==> src/rtl/nibtx_pkg.sv <==
package nibtx_pkg;
  localparam int unsigned NIB_W         = 4;
  localparam int unsigned FRAME_NIBBLES = 1176;
  localparam logic [1:0]  TREF_SLAVE    = 2'b01;

  typedef struct packed {
    logic valid;
    logic data;
    logic sof;
  } ser_bit_t;
endpackage

==> src/rtl/nibtx_clkdiv.sv <==
module nibtx_clkdiv #(
  parameter int unsigned DIV = 4
) (
  input  logic clk,
  input  logic rst,
  input  logic run_i,
  output logic nclk_o,
  output logic cap_en_o
);
  localparam int unsigned PW = (DIV > 2) ? $clog2(DIV) : 1;
  localparam logic [PW-1:0] LAST_PH = PW'(DIV - 1);
  localparam logic [PW-1:0] PRE_RISE = PW'(DIV / 2 - 1);
  localparam logic [PW-1:0] HIGH_PH = PW'(DIV / 2);

  logic [PW-1:0] phase_q;

  always_ff @(posedge clk) begin
    if (rst) begin
      phase_q <= '0;
    end else if (!run_i) begin
      phase_q <= '0;
    end else if (phase_q == LAST_PH) begin
      phase_q <= '0;
    end else begin
      phase_q <= phase_q + PW'(1);
    end
  end

  // Upper half of the phase range is the high half of the nibble clock.
  assign nclk_o   = (phase_q >= HIGH_PH);
  // This edge moves the phase into the high half, i.e. the nibble-clock rise.
  assign cap_en_o = run_i && (phase_q == PRE_RISE);
endmodule

==> src/rtl/nibtx_frame_ctr.sv <==
module nibtx_frame_ctr #(
  parameter int unsigned FRAME_N = 1176
) (
  input  logic clk,
  input  logic rst,
  input  logic cap_en_i,
  input  logic slave_i,
  input  logic fref_i,
  input  logic clr_i,
  output logic at_last_o,
  output logic pos_zero_o,
  output logic misalign_o
);
  localparam int unsigned CW = $clog2(FRAME_N);
  localparam logic [CW-1:0] LAST_IDX = CW'(FRAME_N - 1);

  logic [CW-1:0] idx_q;
  logic [CW-1:0] idx_next;
  logic          realign;
  logic          mis_q;

  assign at_last_o = (idx_q == LAST_IDX);
  assign realign   = cap_en_i && slave_i && fref_i;

  always_comb begin
    if (realign || at_last_o) begin
      idx_next = '0;
    end else begin
      idx_next = idx_q + CW'(1);
    end
  end

  assign pos_zero_o = (idx_next == '0);

  always_ff @(posedge clk) begin
    if (rst) begin
      idx_q <= LAST_IDX;
    end else if (cap_en_i) begin
      idx_q <= idx_next;
    end
  end

  always_ff @(posedge clk) begin
    if (rst) begin
      mis_q <= 1'b0;
    end else if (realign && !at_last_o) begin
      mis_q <= 1'b1;
    end else if (clr_i) begin
      mis_q <= 1'b0;
    end
  end

  assign misalign_o = mis_q;
endmodule

==> src/rtl/nibtx_serializer.sv <==
module nibtx_serializer
  import nibtx_pkg::*;
#(
  parameter int unsigned W = 4
) (
  input  logic         clk,
  input  logic         rst,
  input  logic         load_i,
  input  logic [W-1:0] din_i,
  input  logic         sof_i,
  output ser_bit_t     out_o
);
  localparam int unsigned LW = $clog2(W + 1);

  logic [W-1:0]  sh_q;
  logic [LW-1:0] left_q;
  logic          sof_q;

  always_ff @(posedge clk) begin
    if (rst) begin
      sh_q   <= '0;
      left_q <= '0;
      sof_q  <= 1'b0;
    end else if (load_i) begin
      sh_q   <= din_i;
      left_q <= LW'(W);
      sof_q  <= sof_i;
    end else if (left_q != '0) begin
      sh_q   <= {sh_q[W-2:0], 1'b0};
      left_q <= left_q - LW'(1);
      sof_q  <= 1'b0;
    end
  end

  assign out_o.valid = (left_q != '0);
  assign out_o.data  = sh_q[W-1];
  assign out_o.sof   = sof_q;
endmodule

==> src/rtl/nibtx_port.sv <==
module nibtx_port
  import nibtx_pkg::*;
#(
  parameter int unsigned NW      = NIB_W,
  parameter int unsigned FRAME_N = FRAME_NIBBLES
) (
  input  logic          clk,
  input  logic          rst,
  input  logic          nib_sel_i,
  input  logic [1:0]    tref_sel_i,
  input  logic [NW-1:0] nib_data_i,
  input  logic          fref_i,
  input  logic          clr_misalign_i,
  output logic          nib_clk_o,
  output logic          fstart_o,
  output logic          bit_o,
  output logic          bit_valid_o,
  output logic          bit_fstart_o,
  output logic          misalign_o
);
  // One serial bit per transmit clock: divide ratio equals nibble width.
  localparam int unsigned DIV = NW;

  logic     cap_en;
  logic     slave;
  logic     at_last;
  logic     pos_zero;
  ser_bit_t ser;

  assign slave = (tref_sel_i == TREF_SLAVE);

  nibtx_clkdiv #(.DIV(DIV)) u_div (
    .clk      (clk),
    .rst      (rst),
    .run_i    (nib_sel_i),
    .nclk_o   (nib_clk_o),
    .cap_en_o (cap_en)
  );

  nibtx_frame_ctr #(.FRAME_N(FRAME_N)) u_ctr (
    .clk        (clk),
    .rst        (rst),
    .cap_en_i   (cap_en),
    .slave_i    (slave),
    .fref_i     (fref_i),
    .clr_i      (clr_misalign_i),
    .at_last_o  (at_last),
    .pos_zero_o (pos_zero),
    .misalign_o (misalign_o)
  );

  nibtx_serializer #(.W(NW)) u_ser (
    .clk    (clk),
    .rst    (rst),
    .load_i (cap_en),
    .din_i  (nib_data_i),
    .sof_i  (pos_zero),
    .out_o  (ser)
  );

  assign bit_o        = ser.data;
  assign bit_valid_o  = ser.valid;
  assign bit_fstart_o = ser.sof;
  assign fstart_o     = nib_sel_i && !slave && at_last;
endmodule

==> config.mk <==
export PLATFORM = sky130hd
export DESIGN_NAME = nibtx_port
export DESIGN_NICKNAME = d
export VERILOG_FILES = /design/src/rtl/nibtx_pkg.sv /design/src/rtl/nibtx_clkdiv.sv /design/src/rtl/nibtx_frame_ctr.sv /design/src/rtl/nibtx_serializer.sv /design/src/rtl/nibtx_port.sv
export SDC_FILE = /design/constraint.sdc
export NUM_CORES = 1
export LEC_CHECK = 0
export BUFFER_PORTS_ARGS = -buffer_cell sky130_fd_sc_hd__clkbuf_2
export CAP_MARGIN = 20
export CORE_ASPECT_RATIO = 1.1
export CORE_MARGIN = 3
export CORE_UTILIZATION = 57
export DETAILED_ROUTE_END_ITERATION = 8
export HOLD_SLACK_MARGIN = 0.02
export PLACE_DENSITY = 0.78
export SKIP_CTS_REPAIR_TIMING = 1
export SLEW_MARGIN = 10
export SYNTH_ARGS = -nofsm -noshare
export SYNTH_HDL_FRONTEND = slang
export SYNTH_SLANG_ARGS = --single-unit
==> constraint.sdc <==
create_clock -name clk -period 2.1 [get_ports clk]
set_input_delay 0.21 -clock clk [delete_from_list [all_inputs] [get_ports clk]]
set_output_delay 0.21 -clock clk [all_outputs]
set_load 0.01 [all_outputs]
==> impl_results.md, run 1 <==
- Status: completed
- Min Hold Slack: 0.122 ns
- Rows: 18
- Post-synthesis cell area: 1390 µm²
- Post-route ant nets: 0
- Post-synthesis instance total: 158
- Synthesized flop and latch total: 22
- TritonCTS Sinks: 22
- Post-DP HPWL: 2.10 mm
- Worst-skew pair later-pin latency: 0.31 ns
- I/O Buffers: 16
- Synth async-reset ratio: 0%
- CTS Buffer Depth: 2
- Number of global-route vias before repair: 1146
- Finish-stage setup viols: 0
- Via-per-instance ratio: 5.94
- Final hold violation count: 0
- Setup TNS: 0 ns
- Max IR drop VDD: 504 µV
- Final wirelength: 2.85 mm
- Maximum operating frequency: 502 MHz
- Total power: 1.13 mW
- Largest net degree at the start of global routing: 23
- WS Path Type: reg -> out
- WL/cell: 14.2 µm
- Initial antenna violation count: 0
- Avg Cell Area, Syn: 8.79 µm²
- Hold path cells: 3
- First drt pass iteration count: 5
- Worst Tran Pin Value: 0.459 ns
- Clock-pin slew on the worst setup and hold paths: 0.13 ns
- Slew margin rel.: 69.4%
- First-pass GRT wire length: 4.92 mm
- Layout Nets: 190
- Crit path max fanout: 8
- Arrival @ worst endpoint: 1.78 ns
- Cts bufs inserted: 3
- DR iter-0 viols: 37
- Most common cell in the netlist: dfxtp_1
- LEAKAGE: 0.632 nW
- Max cap viols: 0
- Total Routing Usage GR: 21.1%
- Part of the cycle the worst path needs: 94.8%
- Reg2Reg Depth: 5
- Yosys warnings: 0
- RSZ-0062 raised after global routing: false
- H-tree Lvls: 1
- Unique masters post-synth: 45
- Layout cell share with drive strength beyond 1: 23.4%
- Full die area: 3070 µm²
- Crit. End Element: primary output
- Pwr Density: 750 nW/µm²
- Leading area contributor after synthesis: dfxtp_1
- Clock root buffer: clkbuf_4
- Final Critical Period: 1.99 ns
- Final Max Tran Viols: 0
- Synth Flop Type: dfxtp_1
- Clock tree from TritonCTS: yes
- Initial Util: 61.1%
- # diodes: 0
- CORE AREA: 2270 µm²
- Placer's final routability congestion estimate: 0.875
- GRT overflow: 0
- Die width: 53.1 µm
- CP required: 1.89 ns
- Startpoint Class: flop
- Vias: 1194
- Boundary pin count: 17
- Post-synth EDFFs: 0
- Synth top area cells: dfxtp_1, ha_1, a21oi_1, nor3_1, nor2_1
- Yosys top cell area share: 31.7%
- Drc violations: 0
- Synth Net Count: 176
- Sequential area share after synthesis: 31.7%
- Clk_skew: 0.00110 ns
- Layout overhead on the synthesized area: 8.38%
- Overall die height: 57.8 µm
- Commonest cells in the netlist: dfxtp_1, a21oi_1, nor2_1
- Worst min-delay path class: in -> reg
## kinds of logic after synthesis
family | synth area share, %
flops | 31.7
mux | 2.88
fa+ha+maj | 6.31
buf+inv | 7.93
simple gates | 31.5
compound gates | 15.9
xor+xnor | 3.78
## through the flow
stage	cell area, µm²	instances	setup WS [ns]	util, %
after global placement	1440	197	0.408	63.4
after CTS	1490	201	-0.00520	65.7
final	1510	201	0.109	66.2
after floorplan	1390	158	0.480	-
after detailed placement	1440	197	0.321	63.4
after global routing	1510	201	0.00998	66.2
## worst max-delay path, stage by stage, from the launching register on
cell and delay [ns]:
dfxtp_1 0.42, nor4b_4 0.39, nand4_2 0.21, nor3b_1 0.27
clkbuf_2 0.18
## final timing paths
kind	from	to	slack [ns]
max reg2reg	u_ctr.idx_q[0]$_SDFFE_PP1N_	u_ctr.idx_q[7]$_SDFFE_PP1N_	0.29
max	u_ctr.idx_q[5]$_SDFFE_PP0N_	fstart_o	0.11
min	nib_data_i[0]	u_ser.sh_q[0]$_SDFFE_PP0P_	0.12
min reg2reg	u_div.phase_q[0]$_SDFF_PP0_	u_div.phase_q[0]$_SDFF_PP0_	0.48
## layer usage
metal  vias up  share of wire [%]  GRT usage (%)
met5         -                  0              0
met4         0                1.4           8.76
met3         6                6.3           2.31
met2        43                 50           35.8
met1       548                 43           26.9
li1        597                  -              -
## layout by cell type (no fill, tap or decap), types with 2 or more instances in the layout
cell type  netlist  routed
ha_1             7       7
mux2i_1          4       4
nand4_1          3       3
clkbuf_4         0       3
a221o_1          4       4
and3_1           2       2
a21oi_1         13      13
clkbuf_2         0      16
nor3b_1          2       2
o21ai_1          2       2
nor2_1          12      12
inv_1            8       8
nand3_1          5       5
nor3_1          10      10
dfxtp_2          0       2
xor2_1           2       2
o21ai_0          8       8
nand2_1         11      11
xnor2_1          4       4
dfxtp_1         22      20
a211oi_1         3       3
or3_1            2       2
buf_4            1       2
nand3b_1         3       3
## sequential cells by signal, summed over array words and instances (netlist names)
| name | flops |
|---|---|
| u_ctr.misalign_o | 1 |
| u_ser.left_q | 3 |
| u_div.phase_q | 2 |
| u_ser.sh_q | 4 |
| u_ctr.idx_q | 11 |
| u_ser.sof_q | 1 |
## cell type report
class	count	area, µm²
Multi-Input combinational cell	119	847
Fill cell	203	769
Sequential cell	22	443
Timing Repair Buffer	18	95.1
Tap cell	30	37.5
Clock inverter	1	30.0
Inverter	8	30.0
Clock buffer	3	22.5
## power by group
part           internal [mW]  switching (mW)
Combinational          0.144           0.176
Clock                  0.193           0.137
Sequential             0.451          0.0274
Total                  0.788           0.341
No activity file was read; power rests on OpenSTA's default activity.
==> run 2, diff against run 1 <==
--- a/config.mk
+++ b/config.mk
@@ -7,7 +7,6 @@
 export LEC_CHECK = 0
 export BUFFER_PORTS_ARGS = -buffer_cell sky130_fd_sc_hd__clkbuf_2
 export CAP_MARGIN = 20
-export CORE_ASPECT_RATIO = 1.1
 export CORE_MARGIN = 3
 export CORE_UTILIZATION = 57
 export DETAILED_ROUTE_END_ITERATION = 8
==> constraint.sdc (replaced) <==
create_clock -name clk -period 1.84 [get_ports clk]
set_input_delay 0.184 -clock clk [delete_from_list [all_inputs] [get_ports clk]]
set_output_delay 0.184 -clock clk [all_outputs]
set_load 0.01 [all_outputs]
==> run 2 against run 1 <==
Against the previous run: routed wire length rose by 17%; first-iteration DRC count rose by 97%; power is 20% higher; cell area up 6.4%; clock skew is 0.0084 ns higher; worst hold slack worse by 0.052 ns; global-route usage is 1.2 points higher; worst setup slack lost 0.090 ns; sequential power grew 13%; critical path depth unchanged; utilization increased by 4.9 points; cell count up 3.0%; critical endpoint unchanged; highest routed layer unchanged.
==> impl_results.md, run 2 (synthesis gave the netlist of run 1 again) <==
- H-tree Lvls: 1
- R2R Path End: u_ctr.idx_q[7]$_SDFFE_PP1N_
- Sw Pwr: 415 µW
- Largest net degree at the start of global routing: 23
- Final Max Tran Viols: 0
- Initial Util: 61.6%
- Worst-skew pair later-pin latency: 0.33 ns
- # diodes: 0
- Hold path cells: 3
- Total Routing Usage GR: 22.4%
- TritonCTS Sinks: 22
- Min-delay src: nib_data_i[0]
- Die width: 55.4 µm
- Number of global-route vias before repair: 1271
- Regs by FF count: u_ctr.idx_q (11), u_ser.sh_q (4), u_ser.left_q (3)
- Most common library cell in the layout ignoring fill and taps: clkbuf_2
- Slew margin rel.: 65.8%
- Maximum operating frequency: 549 MHz
- Layout overhead on the synthesized area: 15.3%
- RSZ-0062 raised after global routing: true
- CTS Buffer Depth: 2
- Crit path max fanout: 8
- Overall die height: 55.4 µm
- Total power: 1.35 mW
- Full die area: 3060 µm²
- Finish-stage setup viols: 0
- Part of the cycle the worst path needs: 99.0%
- Reg with most FFs: u_ctr.idx_q
- Via-per-instance ratio: 6.10
- Boundary pin count: 17
- Startpoint Class: flop
- Filler instances: 188
- Most frequent cells in the layout: clkbuf_2, dfxtp_1, a21oi_1
- Sw Share: 30.7%
- Cts bufs inserted: 3
- Internal: 936 µW
- Logic gate share of total power: 31.8%
- Crit. End Element: primary output
- Reg2Reg Setup Slack: 0.08 ns
- First-pass GRT wire length: 5.53 mm
- CORE AREA: 2250 µm²
- Reg2Reg Depth: 5
- Clock power frac: 28.2%
- Max IR drop VDD: 606 µV
- Clock root buffer: clkbuf_4
- Drc violations: 0
- First drt pass iteration count: 4
- LEAKAGE: 0.676 nW
- Clock tree from TritonCTS: yes
- Setup TNS: 0 ns
- Worst Tran Pin Value: 0.509 ns
- DR iter-0 viols: 73
- GRT overflow: 0
- Number of flip-flops under the largest register name: 11
- Status: completed
- Clock-pin slew on the worst setup and hold paths: 0.13 ns
- WS Path Type: reg -> out
- Rows: 17
- Pwr Density: 844 nW/µm²
- CP required: 1.66 ns
- Clk_skew: 0.00951 ns
- R2r startpoint: u_ctr.idx_q[1]$_SDFFE_PP1N_
- Register area: 454 µm²
- Initial antenna violation count: 0
- Sequential group share of total power: 40.0%
- Final wirelength: 3.34 mm
- Layout Nets: 198
- WL/cell: 16.1 µm
- Post-DP HPWL: 2.19 mm
- Multi-input logic area: 875 µm²
- Max cap viols: 0
- Hold EP: u_ser.sh_q[0]$_SDFFE_PP0P_
- I/O Buffers: 16
- Worst min-delay path class: in -> reg
- Layout cell share with drive strength beyond 1: 31.3%
- Final Critical Period: 1.82 ns
- Post-route ant nets: 0
- Final hold violation count: 0
- Arrival @ worst endpoint: 1.64 ns
- Placer's final routability congestion estimate: 0.908
- Vias: 1263
==> run 2: cell types whose count changed in the layout (fill, tap and decap cells not counted), sizes merged <==
cell  previous run  this run
buf              2        10
==> run 2: per-layer routing <==
metal	share of wire [%]	track usage, %	vias up
li1	-	-	613
met1	40	25.8	582
met2	51	37.3	53
met3	5.0	3.04	15
met4	4.2	16.3	0
met5	0	0	-
==> run 2: final cells by class <==
type                    count  area share (%)
clock buffers               3            1.41
repair buffers             26            9.69
clock inverters             1            1.87
inverters                   8            1.87
well taps                  28            2.19
multi-input cells         119            54.6
flip-flops and latches     22            28.4
==> run 2: critical path: stages (launching register included) <==
cell and delay [ns]:
dfxtp_1 0.43, nor4b_4 0.36, nand4_4 0.18, nor3b_2 0.19, clkbuf_2 0.15
==> run 2: worst max-delay path by stage <==
stage / endpoint / cells after the start / slack [ns] / start
final: fstart_o / 4 / 0.02 / u_ctr.idx_q[5]$_SDFFE_PP0N_
after global routing: fstart_o / 4 / -0.05 / u_ctr.idx_q[5]$_SDFFE_PP0N_
after detailed placement: u_ctr.idx_q[7]$_SDFFE_PP1N_ / 5 / 0.09 / u_ctr.idx_q[0]$_SDFFE_PP1N_
after CTS: fstart_o / 4 / -0.14 / u_ctr.idx_q[6]$_SDFFE_PP0N_
after global placement: u_ctr.idx_q[7]$_SDFFE_PP1N_ / 5 / 0.14 / u_ctr.idx_q[0]$_SDFFE_PP1N_
after floorplan: u_ctr.idx_q[7]$_SDFFE_PP1N_ / 5 / 0.22 / u_ctr.idx_q[0]$_SDFFE_PP1N_
==> run 2: power by group through the flow <==
stage / sequential [mW] / clock, mW / combinational (mW)
after floorplan: 0.547 / 0 / 0.292
after global placement: 0.549 / 0 / 0.376
after detailed placement: 0.552 / 0 / 0.395
after CTS: 0.541 / 0.388 / 0.402
after global routing: 0.546 / 0.409 / 0.480
final: 0.540 / 0.381 / 0.430
==> run 2: stage by stage <==
step	util, %	std cells	hold WS (ns)	area [µm²]	setup WS (ns)
after floorplan	-	158	0.320	1390	0.220
after global placement	64.8	198	0.418	1460	0.143
after detailed placement	64.8	198	0.432	1460	0.0875
after CTS	67.1	202	0.0701	1510	-0.136
after global routing	71.0	207	0.0796	1600	-0.0550
final	71.0	207	0.0700	1600	0.0188
